<file path="config.mk">
export PLATFORM = sky130hd
export DESIGN_NAME = tcmp_sync_top
export DESIGN_NICKNAME = d
export VERILOG_FILES = /design/src/rtl/tcmp_pkg.sv /design/src/rtl/tcmp_regs.sv /design/src/rtl/tcmp_chan.sv /design/src/rtl/tcmp_pulse.sv /design/src/rtl/tcmp_sync_top.sv
export SDC_FILE = /design/constraint.sdc
export NUM_CORES = 1
export LEC_CHECK = 0
export BUFFER_PORTS_ARGS = -buffer_cell sky130_fd_sc_hd__buf_4
export CAP_MARGIN = 20
export CORE_MARGIN = 2
export CORE_UTILIZATION = 52
export CTS_BUF_LIST = sky130_fd_sc_hd__clkbuf_4
export CTS_CLUSTER_SIZE = 40
export DETAILED_ROUTE_END_ITERATION = 10
export PLACE_DENSITY_LB_ADDON = 0.05
export SLEW_MARGIN = 10
export SYNTH_ARGS = -nofsm -noshare
export SYNTH_HDL_FRONTEND = slang
export SYNTH_SLANG_ARGS = --single-unit
export TNS_END_PERCENT = 20
</file>
<file path="constraint.sdc">
create_clock -name clk -period 12.7 [get_ports clk]
set_input_delay 2.54 -clock clk [delete_from_list [all_inputs] [get_ports clk]]
set_output_delay 2.54 -clock clk [all_outputs]
set_load 0.01 [all_outputs]
</file>
<file path="src/rtl/tcmp_pkg.sv">
package tcmp_pkg;

  localparam int FIELD_W = 3;

  typedef enum logic [FIELD_W-1:0] {
    FLD_START = 3'd0,
    FLD_CYCLE = 3'd1,
    FLD_CTRL  = 3'd2,
    FLD_PLEN  = 3'd3,
    FLD_ACK   = 3'd4
  } fld_e;

  localparam int CTRL_EN_BIT  = 0;
  localparam int CTRL_CYC_BIT = 1;

endpackage

</file>
<file path="src/rtl/tcmp_regs.sv">
module tcmp_regs
  import tcmp_pkg::*;
#(
  parameter int NCH    = 2,
  parameter int TIME_W = 64,
  parameter int CYC_W  = 32,
  parameter int PLEN_W = 16,
  parameter int CH_W   = 1
) (
  input  logic                         clk,
  input  logic                         rst_n,
  input  logic                         wr_en_i,
  input  logic [CH_W+FIELD_W-1:0]      wr_addr_i,
  input  logic [TIME_W-1:0]            wr_data_i,
  output logic [NCH-1:0][TIME_W-1:0]   start_o,
  output logic [NCH-1:0][CYC_W-1:0]    cycle_o,
  output logic [NCH-1:0]               cyclic_o,
  output logic [NCH-1:0][PLEN_W-1:0]   plen_o,
  output logic [NCH-1:0]               arm_o,
  output logic [NCH-1:0]               disarm_o,
  output logic [NCH-1:0]               ack_o
);

  localparam int ADDR_W = CH_W + FIELD_W;

  logic [CH_W-1:0] sel_ch;
  fld_e            sel_fld;

  assign sel_ch  = wr_addr_i[ADDR_W-1:FIELD_W];
  assign sel_fld = fld_e'(wr_addr_i[FIELD_W-1:0]);

  for (genvar c = 0; c < NCH; c++) begin : g_ch
    logic              hit;
    logic [TIME_W-1:0] start_q, start_d;
    logic [CYC_W-1:0]  cycle_q, cycle_d;
    logic              cyclic_q, cyclic_d;
    logic [PLEN_W-1:0] plen_q, plen_d;

    assign hit = wr_en_i && (sel_ch == CH_W'(c));

    always_comb begin
      start_d  = start_q;
      cycle_d  = cycle_q;
      cyclic_d = cyclic_q;
      plen_d   = plen_q;
      if (hit) begin
        case (sel_fld)
          FLD_START: start_d  = wr_data_i;
          FLD_CYCLE: cycle_d  = wr_data_i[CYC_W-1:0];
          FLD_CTRL:  cyclic_d = wr_data_i[CTRL_CYC_BIT];
          FLD_PLEN:  plen_d   = wr_data_i[PLEN_W-1:0];
          default: ;
        endcase
      end
    end

    always_ff @(posedge clk or negedge rst_n) begin
      if (!rst_n) begin
        start_q  <= '0;
        cycle_q  <= '0;
        cyclic_q <= 1'b0;
        plen_q   <= '0;
      end else if (hit) begin
        start_q  <= start_d;
        cycle_q  <= cycle_d;
        cyclic_q <= cyclic_d;
        plen_q   <= plen_d;
      end
    end

    assign start_o[c]  = start_q;
    assign cycle_o[c]  = cycle_q;
    assign cyclic_o[c] = cyclic_q;
    assign plen_o[c]   = plen_q;
    assign arm_o[c]    = hit && (sel_fld == FLD_CTRL) &&  wr_data_i[CTRL_EN_BIT];
    assign disarm_o[c] = hit && (sel_fld == FLD_CTRL) && !wr_data_i[CTRL_EN_BIT];
    assign ack_o[c]    = hit && (sel_fld == FLD_ACK);
  end

endmodule

</file>
<file path="src/rtl/tcmp_chan.sv">
module tcmp_chan #(
  parameter int TIME_W = 64,
  parameter int CYC_W  = 32
) (
  input  logic              clk,
  input  logic              rst_n,
  input  logic [TIME_W-1:0] sys_time_i,
  input  logic [TIME_W-1:0] start_i,
  input  logic [CYC_W-1:0]  cycle_i,
  input  logic              cyclic_i,
  input  logic              arm_i,
  input  logic              disarm_i,
  output logic              fire_o
);

  logic              pending_q, pending_d;
  logic [TIME_W-1:0] cmp_q, cmp_d;
  logic              reached;
  logic              reload;

  assign reached = pending_q && (sys_time_i >= cmp_q);
  assign reload  = cyclic_i && (cycle_i != '0);
  assign fire_o  = reached && !arm_i && !disarm_i;

  always_comb begin
    pending_d = pending_q;
    cmp_d     = cmp_q;
    if (disarm_i) begin
      pending_d = 1'b0;
    end else if (arm_i) begin
      pending_d = 1'b1;
      cmp_d     = start_i;
    end else if (reached) begin
      if (reload) begin
        cmp_d = cmp_q + TIME_W'(cycle_i);
      end else begin
        pending_d = 1'b0;
      end
    end
  end

  always_ff @(posedge clk or negedge rst_n) begin
    if (!rst_n) begin
      pending_q <= 1'b0;
      cmp_q     <= '0;
    end else begin
      pending_q <= pending_d;
      cmp_q     <= cmp_d;
    end
  end

  AST_ONESHOT_DISARM: assert property (@(posedge clk) disable iff (!rst_n)
    (fire_o && !cyclic_i) |=> !pending_q);

  AST_CYCLIC_ADVANCE: assert property (@(posedge clk) disable iff (!rst_n)
    (fire_o && cyclic_i && cycle_i != '0) |=> (pending_q && cmp_q == $past(cmp_q) + TIME_W'($past(cycle_i))));

  AST_ARM_LOADS_START: assert property (@(posedge clk) disable iff (!rst_n)
    (arm_i && !disarm_i) |=> (pending_q && cmp_q == $past(start_i)));

  AST_DISARM_CLEARS: assert property (@(posedge clk) disable iff (!rst_n)
    disarm_i |=> !pending_q);

endmodule

</file>
<file path="src/rtl/tcmp_pulse.sv">
module tcmp_pulse #(
  parameter int PLEN_W = 16
) (
  input  logic              clk,
  input  logic              rst_n,
  input  logic              fire_i,
  input  logic              ack_i,
  input  logic              disarm_i,
  input  logic [PLEN_W-1:0] plen_i,
  output logic              sync_o,
  output logic              irq_o
);

  logic [PLEN_W-1:0] cnt_q, cnt_d;
  logic              hold_q, hold_d;
  logic              irq_q, irq_d;

  always_comb begin
    cnt_d  = cnt_q;
    hold_d = hold_q;
    irq_d  = irq_q;
    if (disarm_i) begin
      cnt_d  = '0;
      hold_d = 1'b0;
      irq_d  = 1'b0;
    end else if (fire_i) begin
      irq_d = 1'b1;
      if (plen_i == '0) begin
        hold_d = 1'b1;
        cnt_d  = '0;
      end else begin
        hold_d = 1'b0;
        cnt_d  = plen_i;
      end
    end else begin
      if (cnt_q != '0) begin
        cnt_d = cnt_q - 1'b1;
      end
      if (ack_i) begin
        hold_d = 1'b0;
        irq_d  = 1'b0;
      end
    end
  end

  always_ff @(posedge clk or negedge rst_n) begin
    if (!rst_n) begin
      cnt_q  <= '0;
      hold_q <= 1'b0;
      irq_q  <= 1'b0;
    end else begin
      cnt_q  <= cnt_d;
      hold_q <= hold_d;
      irq_q  <= irq_d;
    end
  end

  assign sync_o = hold_q || (cnt_q != '0);
  assign irq_o  = irq_q;

  AST_HOLD_LEVEL: assert property (@(posedge clk) disable iff (!rst_n)
    (hold_q && !ack_i && !disarm_i) |=> sync_o);

  AST_FIRE_SETS_IRQ: assert property (@(posedge clk) disable iff (!rst_n)
    (fire_i && !disarm_i) |=> (irq_o && sync_o));

  AST_DISARM_LOW: assert property (@(posedge clk) disable iff (!rst_n)
    disarm_i |=> (!sync_o && !irq_o));

  AST_PULSE_ENDS: assert property (@(posedge clk) disable iff (!rst_n)
    (!fire_i && !hold_q && cnt_q == PLEN_W'(1)) |=> !sync_o);

endmodule

</file>
<file path="src/rtl/tcmp_sync_top.sv">
module tcmp_sync_top
  import tcmp_pkg::*;
#(
  parameter int NCH    = 2,
  parameter int TIME_W = 64,
  parameter int CYC_W  = 32,
  parameter int PLEN_W = 16,
  parameter int CH_W   = (NCH > 1) ? $clog2(NCH) : 1
) (
  input  logic                      clk,
  input  logic                      rst_n,
  input  logic [TIME_W-1:0]         sys_time_i,
  input  logic                      wr_en_i,
  input  logic [CH_W+FIELD_W-1:0]   wr_addr_i,
  input  logic [TIME_W-1:0]         wr_data_i,
  output logic [NCH-1:0]            sync_o,
  output logic [NCH-1:0]            irq_o
);

  logic [1:0] rst_pipe_q;
  logic       rst_sync_n;

  always_ff @(posedge clk or negedge rst_n) begin
    if (!rst_n) begin
      rst_pipe_q <= 2'b00;
    end else begin
      rst_pipe_q <= {rst_pipe_q[0], 1'b1};
    end
  end

  assign rst_sync_n = rst_pipe_q[1];

  logic [NCH-1:0][TIME_W-1:0] start_w;
  logic [NCH-1:0][CYC_W-1:0]  cycle_w;
  logic [NCH-1:0]             cyclic_w;
  logic [NCH-1:0][PLEN_W-1:0] plen_w;
  logic [NCH-1:0]             arm_w;
  logic [NCH-1:0]             disarm_w;
  logic [NCH-1:0]             ack_w;
  logic [NCH-1:0]             fire_w;

  tcmp_regs #(
    .NCH   (NCH),
    .TIME_W(TIME_W),
    .CYC_W (CYC_W),
    .PLEN_W(PLEN_W),
    .CH_W  (CH_W)
  ) u_regs (
    .clk      (clk),
    .rst_n    (rst_sync_n),
    .wr_en_i  (wr_en_i),
    .wr_addr_i(wr_addr_i),
    .wr_data_i(wr_data_i),
    .start_o  (start_w),
    .cycle_o  (cycle_w),
    .cyclic_o (cyclic_w),
    .plen_o   (plen_w),
    .arm_o    (arm_w),
    .disarm_o (disarm_w),
    .ack_o    (ack_w)
  );

  for (genvar c = 0; c < NCH; c++) begin : g_ch
    tcmp_chan #(
      .TIME_W(TIME_W),
      .CYC_W (CYC_W)
    ) u_chan (
      .clk       (clk),
      .rst_n     (rst_sync_n),
      .sys_time_i(sys_time_i),
      .start_i   (start_w[c]),
      .cycle_i   (cycle_w[c]),
      .cyclic_i  (cyclic_w[c]),
      .arm_i     (arm_w[c]),
      .disarm_i  (disarm_w[c]),
      .fire_o    (fire_w[c])
    );

    tcmp_pulse #(
      .PLEN_W(PLEN_W)
    ) u_pulse (
      .clk     (clk),
      .rst_n   (rst_sync_n),
      .fire_i  (fire_w[c]),
      .ack_i   (ack_w[c]),
      .disarm_i(disarm_w[c]),
      .plen_i  (plen_w[c]),
      .sync_o  (sync_o[c]),
      .irq_o   (irq_o[c])
    );
  end

  AST_RESET_QUIET: assert property (@(posedge clk)
    !rst_sync_n |=> (sync_o == '0 && irq_o == '0));

endmodule

</file>
---- Yosys cells after proc, flatten, opt, wreduce, memory -nomap -nowiden ----
Index checks and enable logic that the tools add are counted.
word-level totals
  word-level logic and storage cells ...... 122
  bits in registers ....................... 394
  output and inout port bits .............. 4
  input port bits ......................... 135
operators by class
  bitwise operators ....................... 3
  order comparisons ....................... 2
  muxes and demuxes ....................... 34
  add/sub/neg operators ................... 4
  equal/unequal tests ..................... 6
  reductions and logical operators ........ 54
operators by type and width
  kind                                                                     number
  64-bit 2-to-1 mux                                                        6
  64-bit by 32-bit adder with 64-bit output                                2
  64-bit >= comparator                                                     2
  16-bit 2-to-1 mux                                                        8
  32-bit nonzero test                                                      2
  16-bit logical NOT                                                       2
  16-bit nonzero test                                                      2
  16-bit by 1-bit subtractor with 16-bit output, second input constant     2
  1-bit 2-to-1 mux                                                         20
  2-bit AND reduction                                                      10
  1-bit logical AND                                                        18
  3-bit nonzero test                                                       6
  2-bit nonzero test                                                       4
  3-bit by 2-bit equality test with 1-bit output, second input constant    2
  3-bit by 1-bit inequality test with 1-bit output, second input constant  2
  3-bit AND reduction                                                      2
  1-bit logical NOT                                                        5
  3-bit by 1-bit equality test with 1-bit output, second input constant    1
  3-bit equality test, second input constant                               1
  3-bit logical NOT                                                        1
  1-bit NOT                                                                3
  1-bit logical OR                                                         2

---- Longest topological paths before layout ----
  depth after elaboration ................. 9
  depth in mapped cells ................... 14

---- By module ----
From an unflattened synthesis, not the netlist that was laid out.
unflattened totals
  cell total of the unflattened synthesis .. 2626
  area, all modules ....................... 25678.4 µm²
modules (own cells, without submodules)
  module                       area each (µm²)  sequential area each (µm²)  cells an instance  times used
  tcmp_regs                    8943.6           5655.4                      502                1
  tcmp_chan at g_ch[0].u_chan  7188.1           1626.6                      933                1
  tcmp_chan at g_ch[1].u_chan  7048.0           1626.6                      912                1
  tcmp_pulse                   1222.4           450.4                       138                2
  tcmp_sync_top                53.8             50.0                        3                  1

---- Least setup slack after synthesis ----
No wires, ideal clock.
  path kind ............................... input to register
  start ................................... input sys_time_i[26]
  end ..................................... register g_ch[1].u_chan.cmp_q[54]
  buffers on the path ..................... 1
  stages .................................. 11
  data arrival time ....................... 4.886 ns
  required time ........................... 12.620 ns
  slack ................................... 7.734 ns
  cell sequence ........................... ha_1 and4_1 nor4b_4 o2111ai_1 o211ai_2 o2111ai_2 a21bo_1 buf_6 a2111o_1 o41a_1 o211ai_2
between the ends
  word-level cells in the longest chain between the ends .. 4
ends and longest elaborated chain
  what                                  RTL line             RTL
  start, declared                       tcmp_sync_top.sv:12  input logic [TIME_W-1:0] sys_time_i,
  64-bit >= comparator                  tcmp_chan.sv:21      assign reached = pending_q && (sys_time_i >= cmp_q);
  1-bit logical AND                     tcmp_chan.sv:21
  2-bit nonzero test (no source line)   --
  3-bit AND reduction (no source line)  --
  end signal, assigned                  tcmp_chan.sv:48      cmp_q <= cmp_d;
  end, declared                         tcmp_chan.sv:17      logic [TIME_W-1:0] cmp_q, cmp_d;
No other way between the ends.
A chain may end at the register's enable or synchronous reset.

---- Worst setup path in the final report ----
  start ................................... register g_ch[1].u_pulse.cnt_q[0]
  end ..................................... output sync_o[1]
between the ends
  word-level cells in the longest chain between the ends .. 2
ends and longest elaborated chain
  what                    RTL line             RTL
  start, declared         tcmp_pulse.sv:14     logic [PLEN_W-1:0] cnt_q, cnt_d;
  start signal, assigned  tcmp_pulse.sv:52     cnt_q <= cnt_d;
  16-bit nonzero test     tcmp_pulse.sv:58     assign sync_o = hold_q || (cnt_q != '0);
  1-bit logical OR        tcmp_pulse.sv:58
  end, declared           tcmp_sync_top.sv:16  output logic [NCH-1:0] sync_o,
No other way between the ends.

==> reports/metrics.csv <==
metric,value,unit
timing.max_cap.violations,0,
cts-buffers-inserted,108,
hold_path.class,reg2async,
cpMaxStageDelayCell,nor4_4,
detail_route.wl_per_cell,21.90,um
syn_to_final_growth,12.52,%
fraction_of_final_layout_cells_with_drive_strength_greater_than_1,21.70,%
grt_pass1_vias,20070,
final-seq-area,0.009863,mm^2
gp_congestion,0.9213,
met2_usage,48.67,%
synth_async_sr_flop_share,100.0,%
synth-edff-count,0,
tritoncts,done,
timing.final.setup_violations,0,
ioPinCount,139,
placed_cell_area,0.02551,mm^2
detail_route.vias_per_cell,6.151,
netlist_instances,2425,
synthesis.area,0.02393,mm^2
syn-mean-instance-area,9.867,um^2
synth.top_cell.area_share,41.20,%
post_cts_resize_count,0,
gr_busiest_metal,met2,
static-leakage-power,12.28,nW
crit_path_frequent_cell,or3_1,
synthesis.yosys.warnings,0,
use_met1,41.40,%
clock_sinks,394,
totalNegativeSetupSlack,0,ns
grtUsageMet3,4.969,%
fillCellCount,4028,
vias,20170,
worst_ep_arrival_time,3.72,ns
post-route-min-period,6.263,ns
place.detailed.instances,3081,
fp.dieArea,0.04775,mm^2
finalNetCount,2926,
timing.critical_path.from_type,flop,
global_route.overflow_total,0,
final_design_area_no_fill,0.02692,mm^2
num_rows,78,
cts-root-buf,clkbuf_4,
synthMostInstantiatedCell,dfrtp_1,
worst-slew-pin-transition,1.123,ns
max_stage_delay,0.73,ns
timing.critical_path.required,10.16,ns
report.final.slew_viol_count,0,
power.density,200.4,mW/mm^2
cp_num_buf_inv,2,
report.final.hold_viol_count,0,
endpoint_kind,output pin,
synth.lib_cells_used.distinct,80,
timing.critical_path.fanout_max,15,
max_freq,0.1597,GHz
htreeDepth,3,
dr.pass1.iters,5,
worstPathCellList,inv_1 -> ha_1 -> nand2_1 -> or3_1 -> or3_1 -> or3_1 -> nor4_4 -> nand2b_1 -> buf_4,
post_layout_nonfiller_instances,3279,
multi_input_comb_area,0.01309,mm^2
grt_antenna_before_repair,1,
synth_fp_nets,2756,
netlist_top_cells_count,"394 x dfrtp_1, 243 x nand2_1, 222 x mux2_2",
cts_hold_buffers,0,
postCtsSetupRepairBufs,0,
skew,0.04140,ns
core-area,0.04538,mm^2
worst-setup-path-type,reg2out,
worst_path_dominant_cell_family,simple AND/OR/NAND/NOR gates,
grt_first_pass_wirelength,112.4,mm
gr-usage-all-layers,30.49,%
synth-main-ff-cell,dfrtp_1,
grt_setup_unrepaired,false,
timing.max_slew.rel_slack,25.16,%
grt_start_max_net_pins,167,
ant_nets,0,
start_util,52.73,%
die_width,218.5,um
clock_path_buffers,3,
cts.reportedPaths.clkPinSlew,0.06,ns
ys_top_cells_by_area,"dfrtp_1 41%, mux2_2 10%, ha_1 10%",
ir_drop,121.0,uV
seq_area_frac_synth,41.20,%
drt-total-wl,71.80,mm
detail_route.drc_violations,0,
detail_route.iter0.violations,1631,
outcome,completed,
portBuffers,138,
clkLatencyLatePin,0.86,ns
floorplan.die.height,218.5,um
synth_area_leader_cell,dfrtp_1,
ys_ff_latch,394,
post-route-period-util,49.31,%
dp.final_hpwl,51.54,mm
==> routing by layer <==
metal | wire, um | up-vias | share of wire (%)
met5 | 0 | - | 0
met4 | 2330 | 0 | 3.2
met3 | 4422 | 138 | 6.2
met2 | 33120 | 692 | 46
met1 | 31930 | 9986 | 44
li1 | - | 9354 | -
==> placed cells by master (no fill, tap or decap), types with 38 or more instances in the layout <==
master	n
dfrtp_1	393
nand2_1	242
mux2_2	222
ha_1	194
buf_4	160
clkbuf_4	159
inv_1	155
a21oi_1	147
nor2_1	126
o21ai_0	116
nand3_1	62
nand4_1	52
a21o_1	44
xnor2_1	41
nor3_1	39
o221ai_1	39
xor2_1	38
==> cell type report <==
cell class                 instances  share of cell area [%]
antenna                            1                0.009294
multi-input combinational       1772                   48.62
clock buffer                     159                   4.433
inverter                         155                   2.161
sequential                       394                   36.63
timing repair buffer             164                   4.749
tap                              600                   2.788
clock inverter                    34                  0.6041
==> kinds of logic (layout without fill, tap and decap cells) <==
kind of cell / Yosys count / count (layout) / share of synthesized area [%]
xor gates and xnor gates: 79 / 79 / 2.892
AOI/OAI and AO/OA: 573 / 573 / 16.22
other: 1 / 2 / 0.01567
adders and majority gates: 196 / 196 / 10.31
DFF: 394 / 394 / 41.20
buffers and inverters: 259 / 512 / 4.272
and+or+nand+nor: 680 / 680 / 13.76
muxes: 243 / 243 / 11.33
==> worst paths after layout <==
kind                                         endpoint  slack (ns)                      from  cells after the start
setup / recovery                            sync_o[1]        6.44  g_ch[1].u_pulse.cnt_q[0]                      9
hold / removal               g_ch[1].u_chan.cmp_q[22]        0.25             rst_pipe_q[1]                      0
setup reg to reg             g_ch[0].u_chan.cmp_q[48]        8.30  g_ch[0].u_chan.cmp_q[13]                     13
hold reg to reg              g_ch[1].u_chan.cmp_q[22]        0.25             rst_pipe_q[1]                      0
max in group asynchronous  u_regs.g_ch[1].start_q[62]       10.30             rst_pipe_q[1]                      2
min in group clk                        rst_pipe_q[1]        0.35             rst_pipe_q[0]                      0
==> power breakdown <==
part | switching [mW] | internal (mW)
clock network | 0.554 | 0.590
logic | 1.32 | 1.01
registers | 0.298 | 1.63
==> registers in the layout, indices dropped and copies added (netlist names) <==
register,count
u_regs.g_ch.cycle_q,64
u_regs.g_ch.cyclic_q,2
g_ch.u_pulse.irq_o,2
g_ch.u_pulse.cnt_q,32
rst_pipe_q,2
g_ch.u_chan.cmp_q,128
u_regs.g_ch.plen_q,32
u_regs.g_ch.start_q,128
g_ch.u_pulse.hold_q,2
g_ch.u_chan.pending_q,2
==> metrics by stage <==
stage	setup WS, ns	total power, mW	hold WS (ns)	util (%)
2_1_floorplan	0.9057	3.593	0.3312	-
3_3_place_gp	6.053	4.159	0.2885	56.18
3_5_place_dp	6.124	4.225	0.2921	56.21
4_1_cts	6.343	5.404	0.2711	59.20
5_1_grt	6.203	5.819	0.2956	59.33
6_report	6.437	5.396	0.2535	59.33
(Power assumes the default switching activity.)
